[src/rtl/uop_dispatch_pkg.sv]
package uop_dispatch_pkg;
  timeunit 1ns; timeprecision 100ps;

  typedef enum logic [1:0] {
    CAUSE_NONE  = 2'd0,
    CAUSE_ROB   = 2'd1,
    CAUSE_PRF   = 2'd2,
    CAUSE_SCHED = 2'd3
  } stall_cause_e;

  localparam int unsigned NUM_CAUSES = 3;
endpackage

[src/rtl/uop_disp_budget.sv]
module uop_disp_budget #(
  parameter int unsigned WIDTH = 4,
  parameter int unsigned UOP_W = 4,
  localparam int unsigned BUD_W = $clog2(WIDTH + 1)
) (
  input  logic             clk_i,
  input  logic             rst_ni,
  input  logic             take_i,
  input  logic [UOP_W-1:0] uops0_i,
  output logic             busy_o,
  output logic [BUD_W-1:0] rem_o
);
  timeunit 1ns; timeprecision 100ps;

  localparam logic [UOP_W-1:0] W_U = UOP_W'(WIDTH);
  localparam logic [BUD_W-1:0] W_B = BUD_W'(WIDTH);

  logic [UOP_W-1:0] carry_q, carry_d;

  // carry drains by WIDTH per cycle; new carry only from an oversized lane 0
  always_comb begin
    carry_d = '0;
    if (carry_q != '0) begin
      if (carry_q > W_U) carry_d = carry_q - W_U;
    end else if (take_i && (uops0_i > W_U)) begin
      carry_d = uops0_i - W_U;
    end
  end

  always_ff @(posedge clk_i or negedge rst_ni) begin
    if (!rst_ni) carry_q <= '0;
    else         carry_q <= carry_d;
  end

  assign busy_o = (carry_q != '0);
  assign rem_o  = (carry_q >= W_U) ? '0 : (W_B - BUD_W'(carry_q));
endmodule

[src/rtl/uop_disp_lanes.sv]
module uop_disp_lanes import uop_dispatch_pkg::*; #(
  parameter int unsigned LANES  = 2,
  parameter int unsigned WIDTH  = 4,
  parameter int unsigned UOP_W  = 4,
  parameter int unsigned DST_W  = 2,
  parameter int unsigned FREE_W = 8,
  localparam int unsigned BUD_W = $clog2(WIDTH + 1),
  localparam int unsigned SU_W  = UOP_W + $clog2(LANES + 1),
  localparam int unsigned SD_W  = DST_W + $clog2(LANES + 1),
  localparam int unsigned LC_W  = $clog2(LANES + 1)
) (
  input  logic [LANES-1:0]       valid_i,
  input  logic [LANES*UOP_W-1:0] uops_i,
  input  logic [LANES*DST_W-1:0] dsts_i,
  input  logic                   busy_i,
  input  logic [BUD_W-1:0]       rem_i,
  input  logic [FREE_W-1:0]      rob_free_i,
  input  logic [FREE_W-1:0]      prf_free_i,
  input  logic [FREE_W-1:0]      sched_free_i,
  output logic [LANES-1:0]       go_o,
  output logic [SU_W-1:0]        rob_sum_o,
  output logic [SD_W-1:0]        prf_sum_o,
  output logic [LC_W-1:0]        sch_cnt_o,
  output stall_cause_e           cause_o
);
  timeunit 1ns; timeprecision 100ps;

  localparam logic [BUD_W-1:0] W_B = BUD_W'(WIDTH);

  logic [SU_W-1:0]  cu [LANES];
  logic [SD_W-1:0]  cd [LANES];
  logic [LANES-1:0] go, blk_rob, blk_prf, blk_sch;
  logic [SU_W-1:0]  rem_s;

  assign rem_s = SU_W'(rem_i);

  for (genvar i = 0; i < LANES; i++) begin : g_lane
    logic [UOP_W-1:0] u;
    logic [DST_W-1:0] d;
    logic prior, fit, elig, rob_ok, prf_ok, sch_ok;

    assign u = uops_i[i*UOP_W +: UOP_W];
    assign d = dsts_i[i*DST_W +: DST_W];

    if (i == 0) begin : g_head
      assign cu[i]  = SU_W'(u);
      assign cd[i]  = SD_W'(d);
      assign prior  = ~busy_i;
      // untouched budget admits an oversized head
      assign fit    = (cu[i] <= rem_s) || (rem_i == W_B);
    end else begin : g_tail
      assign cu[i]  = cu[i-1] + SU_W'(u);
      assign cd[i]  = cd[i-1] + SD_W'(d);
      assign prior  = go[i-1];
      assign fit    = (cu[i] <= rem_s);
    end

    assign elig   = prior & valid_i[i] & fit;
    assign rob_ok = (FREE_W'(cu[i]) <= rob_free_i);
    assign prf_ok = (FREE_W'(cd[i]) <= prf_free_i);
    assign sch_ok = (FREE_W'(i + 1) <= sched_free_i);

    assign go[i]      = elig & rob_ok & prf_ok & sch_ok;
    assign blk_rob[i] = elig & ~rob_ok;
    assign blk_prf[i] = elig & rob_ok & ~prf_ok;
    assign blk_sch[i] = elig & rob_ok & prf_ok & ~sch_ok;
  end

  // go is contiguous from lane 0, so the last set lane holds the totals
  always_comb begin
    rob_sum_o = '0;
    prf_sum_o = '0;
    sch_cnt_o = '0;
    for (int i = 0; i < LANES; i++) begin
      if (go[i]) begin
        rob_sum_o = cu[i];
        prf_sum_o = cd[i];
        sch_cnt_o = LC_W'(i + 1);
      end
    end
  end

  // at most one lane can be blocked per cycle
  always_comb begin
    if (|blk_rob)      cause_o = CAUSE_ROB;
    else if (|blk_prf) cause_o = CAUSE_PRF;
    else if (|blk_sch) cause_o = CAUSE_SCHED;
    else               cause_o = CAUSE_NONE;
  end

  assign go_o = go;
endmodule

[src/rtl/uop_disp_stall_ctr.sv]
module uop_disp_stall_ctr #(
  parameter int unsigned CNT_W = 32
) (
  input  logic             clk_i,
  input  logic             rst_ni,
  input  logic             inc_i,
  output logic [CNT_W-1:0] cnt_o
);
  timeunit 1ns; timeprecision 100ps;

  logic [CNT_W-1:0] cnt_q;

  always_ff @(posedge clk_i or negedge rst_ni) begin
    if (!rst_ni)                    cnt_q <= '0;
    else if (inc_i && ~&cnt_q)      cnt_q <= cnt_q + 1'b1;
  end

  assign cnt_o = cnt_q;
endmodule

[src/rtl/uop_dispatch.sv]
module uop_dispatch import uop_dispatch_pkg::*; #(
  parameter int unsigned LANES  = 2,
  parameter int unsigned WIDTH  = 4,
  parameter int unsigned UOP_W  = 4,
  parameter int unsigned DST_W  = 2,
  parameter int unsigned FREE_W = 8,
  parameter int unsigned CNT_W  = 32,
  localparam int unsigned SU_W  = UOP_W + $clog2(LANES + 1),
  localparam int unsigned SD_W  = DST_W + $clog2(LANES + 1),
  localparam int unsigned LC_W  = $clog2(LANES + 1)
) (
  input  logic                   clk_i,
  input  logic                   rst_ni,
  input  logic [LANES-1:0]       in_valid_i,
  input  logic [LANES*UOP_W-1:0] in_uops_i,
  input  logic [LANES*DST_W-1:0] in_dsts_i,
  output logic [LANES-1:0]       in_ready_o,
  input  logic [FREE_W-1:0]      rob_free_i,
  input  logic [FREE_W-1:0]      prf_free_i,
  input  logic [FREE_W-1:0]      sched_free_i,
  output logic                   alloc_o,
  output logic [SU_W-1:0]        rob_alloc_o,
  output logic [SD_W-1:0]        prf_alloc_o,
  output logic [LC_W-1:0]        sched_alloc_o,
  output logic [CNT_W-1:0]       stall_rob_o,
  output logic [CNT_W-1:0]       stall_prf_o,
  output logic [CNT_W-1:0]       stall_sched_o
);
  timeunit 1ns; timeprecision 100ps;

  localparam int unsigned BUD_W = $clog2(WIDTH + 1);

  logic             busy;
  logic [BUD_W-1:0] rem;
  logic [LANES-1:0] go;
  stall_cause_e     cause;

  uop_disp_budget #(.WIDTH(WIDTH), .UOP_W(UOP_W)) i_budget (
    .clk_i   (clk_i),
    .rst_ni  (rst_ni),
    .take_i  (go[0]),
    .uops0_i (in_uops_i[UOP_W-1:0]),
    .busy_o  (busy),
    .rem_o   (rem)
  );

  uop_disp_lanes #(
    .LANES(LANES), .WIDTH(WIDTH), .UOP_W(UOP_W), .DST_W(DST_W), .FREE_W(FREE_W)
  ) i_lanes (
    .valid_i      (in_valid_i),
    .uops_i       (in_uops_i),
    .dsts_i       (in_dsts_i),
    .busy_i       (busy),
    .rem_i        (rem),
    .rob_free_i   (rob_free_i),
    .prf_free_i   (prf_free_i),
    .sched_free_i (sched_free_i),
    .go_o         (go),
    .rob_sum_o    (rob_alloc_o),
    .prf_sum_o    (prf_alloc_o),
    .sch_cnt_o    (sched_alloc_o),
    .cause_o      (cause)
  );

  logic [NUM_CAUSES-1:0] inc;
  logic [CNT_W-1:0]      cnt [NUM_CAUSES];

  assign inc = {cause == CAUSE_SCHED, cause == CAUSE_PRF, cause == CAUSE_ROB};

  for (genvar c = 0; c < NUM_CAUSES; c++) begin : g_ctr
    uop_disp_stall_ctr #(.CNT_W(CNT_W)) i_ctr (
      .clk_i  (clk_i),
      .rst_ni (rst_ni),
      .inc_i  (inc[c]),
      .cnt_o  (cnt[c])
    );
  end

  assign in_ready_o    = go;
  assign alloc_o       = |go;
  assign stall_rob_o   = cnt[0];
  assign stall_prf_o   = cnt[1];
  assign stall_sched_o = cnt[2];
endmodule

[config.mk]
export PLATFORM = sky130hd
export DESIGN_NAME = uop_dispatch
export DESIGN_NICKNAME = d
export VERILOG_FILES = /design/src/rtl/uop_dispatch_pkg.sv /design/src/rtl/uop_disp_budget.sv /design/src/rtl/uop_disp_lanes.sv /design/src/rtl/uop_disp_stall_ctr.sv /design/src/rtl/uop_dispatch.sv
export SDC_FILE = /design/constraint.sdc
export NUM_CORES = 1
export LEC_CHECK = 0
export BUFFER_PORTS_ARGS = -buffer_cell sky130_fd_sc_hd__buf_4
export CAP_MARGIN = 20
export CELL_PAD_IN_SITES_DETAIL_PLACEMENT = 2
export CELL_PAD_IN_SITES_GLOBAL_PLACEMENT = 2
export CORE_UTILIZATION = 35
export CTS_CLUSTER_DIAMETER = 50
export DETAILED_ROUTE_END_ITERATION = 8
export PLACE_DENSITY = 0.87
export REMOVE_ABC_BUFFERS = 1
export SLEW_MARGIN = 25
export SYNTH_ARGS = -nofsm -noshare
export SYNTH_HDL_FRONTEND = slang
export SYNTH_SLANG_ARGS = --single-unit
[constraint.sdc]
create_clock -name clk_i -period 9.4 [get_ports clk_i]
set_clock_uncertainty 0.05 [all_clocks]
set_input_delay 2.35 -clock clk_i [delete_from_list [all_inputs] [get_ports clk_i]]
set_output_delay 2.35 -clock clk_i [all_outputs]
set_load 0.005 [all_outputs]
==> Word level (Yosys, flattened, before mapping) <==
Index checks and enable logic that the tools add are counted.
{ "totals": {"regBits": 100, "out_inout_bits": 111, "elab_cells": 79} }
{ "op_classes": {"n_addsub": 8, "magnitude_cmp": 11, "n_eq_ne": 4, "mux": 13, "bitwise_logic": 23, "reduce_logical": 16} }
{ "op_table": {"columns": ["op", "n"], "rows": [
  ["32-bit by 1-bit adder with 32-bit output (second input constant)", 3],
  ["32-bit AND reduction", 3],
  ["4-bit 2-to-1 mux", 5],
  ["1-bit AND", 16],
  ["4-bit by 8-bit less-or-equal comparator with 1-bit output", 2],
  ["2-bit 2-to-1 mux", 5],
  ["4-bit by 3-bit > comparator with 1-bit output (second input constant)", 2],
  ["1-bit by 8-bit less-or-equal comparator with 1-bit output (first input constant)", 1],
  ["2-bit by 8-bit less-or-equal comparator with 1-bit output", 1],
  ["2-bit by 8-bit less-or-equal comparator with 1-bit output (first input constant)", 1],
  ["6-bit by 8-bit less-or-equal comparator with 1-bit output", 1],
  ["2-bit OR reduction", 4],
  ["4-bit by 3-bit subtractor with 4-bit output (second input constant)", 2],
  ["1-bit NOT", 7],
  ["6-bit by 3-bit less-or-equal comparator with 1-bit output", 1],
  ["6-bit 2-to-1 mux", 1],
  ["4-bit by 4-bit adder with 5-bit output", 1],
  ["2-bit equality test (second input constant)", 2],
  ["4-bit by 3-bit greater-or-equal comparator with 1-bit output (second input constant)", 1],
  ["4-bit by 3-bit less-or-equal comparator with 1-bit output", 1],
  ["1-bit logical AND", 4],
  ["4-bit nonzero test", 1],
  ["2-bit by 2-bit adder with 3-bit output", 1],
  ["3-bit equality test (second input constant)", 1],
  ["other kinds (6)", 8]
]} }

==> Logic depth before layout (Yosys ltp) <==
{ "depth": {"depth_word": 19, "ltp_mapped": 16, "ltp_nobuf": 14} }

==> By module <==
Synthesis repeated with hierarchy kept, for this count alone.
{ "hier_totals": {"hier_cells": 596, "hier_area_um2": 5987.0} }
{ "modules_own_cells": {"columns": ["mod", "n_inst", "cells_per_inst", "area_per_inst_um2", "seq_area_each_um2"], "rows": [
  ["uop_disp_stall_ctr", 3, 146, 1580.3, 800.8],
  ["uop_disp_lanes", 1, 130, 979.7, 0.0],
  ["uop_disp_budget", 1, 24, 237.7, 100.1],
  ["uop_dispatch", 1, 4, 28.8, 0.0]
]} }

==> Least setup slack after synthesis <==
OpenSTA, ideal clock, no wires.
{ "synth_path": {"kind": "input port to output port", "start": "input port in_uops_i[0]", "end": "output port rob_alloc_o[2]", "arrival_time_ns": 4.700, "required_ns": 7.000, "setup_slack_ns": 2.300, "cell_stages": 13, "path_cell_list": "ha_1 > fa_1 > a21o_1 > a21oi_1 > inv_1 > ha_1 > nand3_1 > o221ai_1 > a21o_1 > nand3_1 > nand3b_1 > and3_1 > a21o_1"} }
{ "synth_via": {"elab_chain_len": 12, "word_cells_on_any_way": 17} }
{ "synth_lines": {"columns": ["item", "line", "rtl"], "rows": [
  ["start, declared", "uop_dispatch.sv:15", "input logic [LANES*UOP_W-1:0] in_uops_i,"],
  ["4-bit by 3-bit less-or-equal comparator with 1-bit output", "uop_disp_lanes.sv:50", "assign fit = (cu[i] <= rem_s) || (rem_i == W_B);"],
  ["1-bit logical OR", "uop_disp_lanes.sv:50", null],
  ["1-bit AND", "uop_disp_lanes.sv:58", "assign elig = prior & valid_i[i] & fit;"],
  ["1-bit AND (3 in a row)", "uop_disp_lanes.sv:63", "assign go[i] = elig & rob_ok & prf_ok & sch_ok;"],
  ["1-bit AND (2 in a row)", "uop_disp_lanes.sv:58", null],
  ["1-bit AND (3 in a row)", "uop_disp_lanes.sv:63", null],
  ["6-bit 2-to-1 mux *", "uop_disp_lanes.sv:75", "if (go[i]) begin"],
  ["end, declared", "uop_dispatch.sv:22", "output logic [SU_W-1:0] rob_alloc_o,"]
]} }
Mark *: on every way between the ends. The rest lies on a longest branch, timed or not.

==> Worst setup path in the final report <==
{ "layout_path": {"start": "input port in_uops_i[0]", "end": "output port rob_alloc_o[1]"} }
Same word-level chain as after synthesis.

==> results_dict.tcl <==
set metrics [dict create \
    fin_ws_ns 1.54 \
    yosysTopAreaCell "dfrtp_1" \
    die-area_sq_mm 0.0170 \
    antennaDiodeCount 0 \
    endpoint_kind "output port" \
    viasPerCell 5.35 \
    crit_required_ns 7.00 \
    synth_warnings 0 \
    synth_top_area_share_pct 43.5 \
    drc 0 \
    synth_edf_count 0 \
    rows 46 \
    ys_async_sr_fraction_pct 100 \
    critPathKind "input port to output port" \
    synth-simple-area-share_pct 25.1 \
    tns_ns 0 \
    clock_latency_ns 0.36 \
    chipWidth_um 130 \
    regToRegSetupSlack_ns 5.38 \
    grt_use_met2_pct 42.3 \
    status "completed" \
    ys_seq_area_share_pct 43.5 \
    drive_gt1_share_pct 25.0 \
    synth_area_leaders "dfrtp_1 (43%), xnor2_1 (7.5%), ha_1 (6.5%)" \
    hpwlAfterDp_mm 14.8 \
    dpl.cell_count 931 \
    h-tree-depth 3 \
    setup_viol 0 \
    p_leak_uw 0.00373 \
    slew_violations 0 \
    slew_headroom_pct 42.3 \
    die_h_um 130 \
    overflow 0 \
    synth_xor_area_share_pct 13.7 \
    clk_pin_slew_ns 0.07 \
    grt_pass1_wl_mm 30.4 \
    ant_nets 0 \
    fillers 1732 \
    rsz0062_at_grt "false" \
    synth_area_sq_mm 0.00575 \
    power-per-cell-area_mw_per_mm2 146 \
    avgSynthCellArea_sq_um 9.95 \
    place.gp.congestion 0.825 \
    grt_max_degree 69 \
    ys_types 61 \
    io_buffers 147 \
    post_synth_fa_ha_maj_area_fraction_pct 7.22 \
    post_cts_resized 0 \
    worstHoldStart "g_ctr[2].i_ctr.cnt_o[9]" \
    synthCells 578 \
    core_area_sq_mm 0.0159 \
    grt_pass1_vias 5712 \
    vias 5062 \
    max_freq_ghz 0.127 \
    syn2layout_area_growth_pct 27.5 \
    min_path_cells 1 \
    final_cells 947 \
    io_pins 151 \
    whs_ns 0.448 \
    period_share_pct 83.7 \
    cts_buffer_depth 2 \
    synthMuxAreaShare_pct 1.15 \
    met1_usage_pct 26.5 \
    cp_max_fo 9 \
    ys.flop_type "dfrtp_1" \
    synth_top_family_by_area "simple AND/OR/NAND/NOR gates" \
    drt-total-wl_mm 18.9 \
    antenna_found_initial 0 \
    r2r-start "i_budget.carry_q[2]" \
    use_met3_pct 5.08 \
    fin_crit_ns 7.86 \
    ff2ff_path_depth 11 \
    start_kind "input port" \
    postCtsSetupBuffers 0 \
    synth_compound_area_share_pct 5.68 \
    hold_class "flip-flop to flip-flop" \
    cts_tree "yes" \
    vdd_ir_drop_max_uv 103 \
    ys_ff_latch 100 \
    cts_buffers 9 \
    drtPass1Iterations 4 \
    nets 798 \
    timing.rr.end "g_ctr[2].i_ctr.cnt_o[28]" \
    busiest_layer "met2" \
    arrival_ns 5.46 \
    start_util_pct 36.1 \
    grtUsageTotal_pct 23.4 \
    wire_per_inst_um 20.0 \
    drt_iter0_drc 152 \
    ctsHoldBuffers 0 \
    clock-sinks 100 \
    dp_slack_ns 1.57 \
    hold_end "g_ctr[2].i_ctr.cnt_o[9]" \
    tightest_slew_ns 0.865 \
    cts-root-buf "clkbuf_16" \
    hold_violations 0 \
    drv_cap 0 \
]
==> cell usage after synthesis, types with 8 or more instances <==
cell and count:
a21oi_1 13, nand2_1 39, nor2b_1 10, nand4_1 35, inv_1 31, nand3_1 42
dfrtp_1 100, nor2_1 32, nor4_1 8, ha_1 30, and2_1 12, o21ai_0 10
xor2_1 41, nor3_1 24, and3_1 26, xnor2_1 49
==> cell type report <==
type                    count  area [sq um]  share of cell area (%)
repair buffers            149          1120                    15.3
multi-input cells         435          3050                    41.6
clock buffers              13           250                    3.41
flip-flops and latches    100          2500                    34.1
clock inverters             3          21.3                   0.290
well taps                 216           270                    3.69
inverters                  31           116                    1.59
==> flip-flops by register name, summed over array words and instances, names as in the netlist <==
signal,count
g_ctr.i_ctr.cnt_o,96
i_budget.carry_q,4
==> metrics by stage <==
step	cell area [sq um]	util, %	total power, uW
after global routing	7330	46.0	1130
after floorplan	5670	-	597
final	7330	46.0	1070
after global placement	7060	44.3	696
after detailed placement	7060	44.3	725
after CTS	7330	46.0	1090
==> where the power goes <==
group          total [uW]  leakage, uW  switching [uW]  internal, uW
clock network         356     0.000130             168           188
logic                 262      0.00223             151           111
registers             455      0.00137            13.5           442
total                1070      0.00373             333           740
==> layout by cell type (no fill, tap or decap), drive strengths merged, types with 3 or more instances in the layout <==
cell	instances
clkbuf	13
a21o	4
mux2	5
conb	3
xor2	41
dfrtp	100
or2	3
ha	30
nor3	26
a21oi	13
nor2b	10
nand3	43
and4	7
and3	26
nand2	39
o21ai	10
nor2	33
inv	32
buf	149
nor4	11
xnor2	49
a211oi	4
nand4	35
nand2b	3
and2	12
==> critical path, cell delays in order <==
cell	delay, ns
buf_4	0.12
ha_1	0.24
fa_1	0.41
a21o_1	0.17
a21oi_1	0.21
inv_1	0.07
ha_1	0.30
nand3_1	0.08
o221ai_1	0.21
a21o_1	0.14
nand3_1	0.10
nand3b_1	0.40
inv_1	0.35
nand2_1	0.11
nand2_1	0.08
buf_4	0.11
==> kinds of logic after synthesis <==
logic type      count (synthesis)
simple gates                  257
flops                         100
xor+xnor                       90
compound gates                 47
buf+inv                        45
fa+ha+maj                      32
mux                             6
other cells                     1
==> worst max-delay path by stage <==
stage	start	end
2_1_floorplan	in_uops_i[0]	rob_alloc_o[2]
3_3_place_gp	in_uops_i[0]	rob_alloc_o[2]
3_5_place_dp	in_uops_i[0]	rob_alloc_o[1]
4_1_cts	in_uops_i[0]	rob_alloc_o[1]
5_1_grt	in_uops_i[0]	rob_alloc_o[1]
6_report	in_uops_i[0]	rob_alloc_o[1]
==> metal layers <==
layer	share of wire (%)	wire (um)
met1	40	7540
met3	4.6	878
met4	3.0	570
met5	0	0
met2	53	9930
Note: power is estimated with default switching activity, not from simulation.
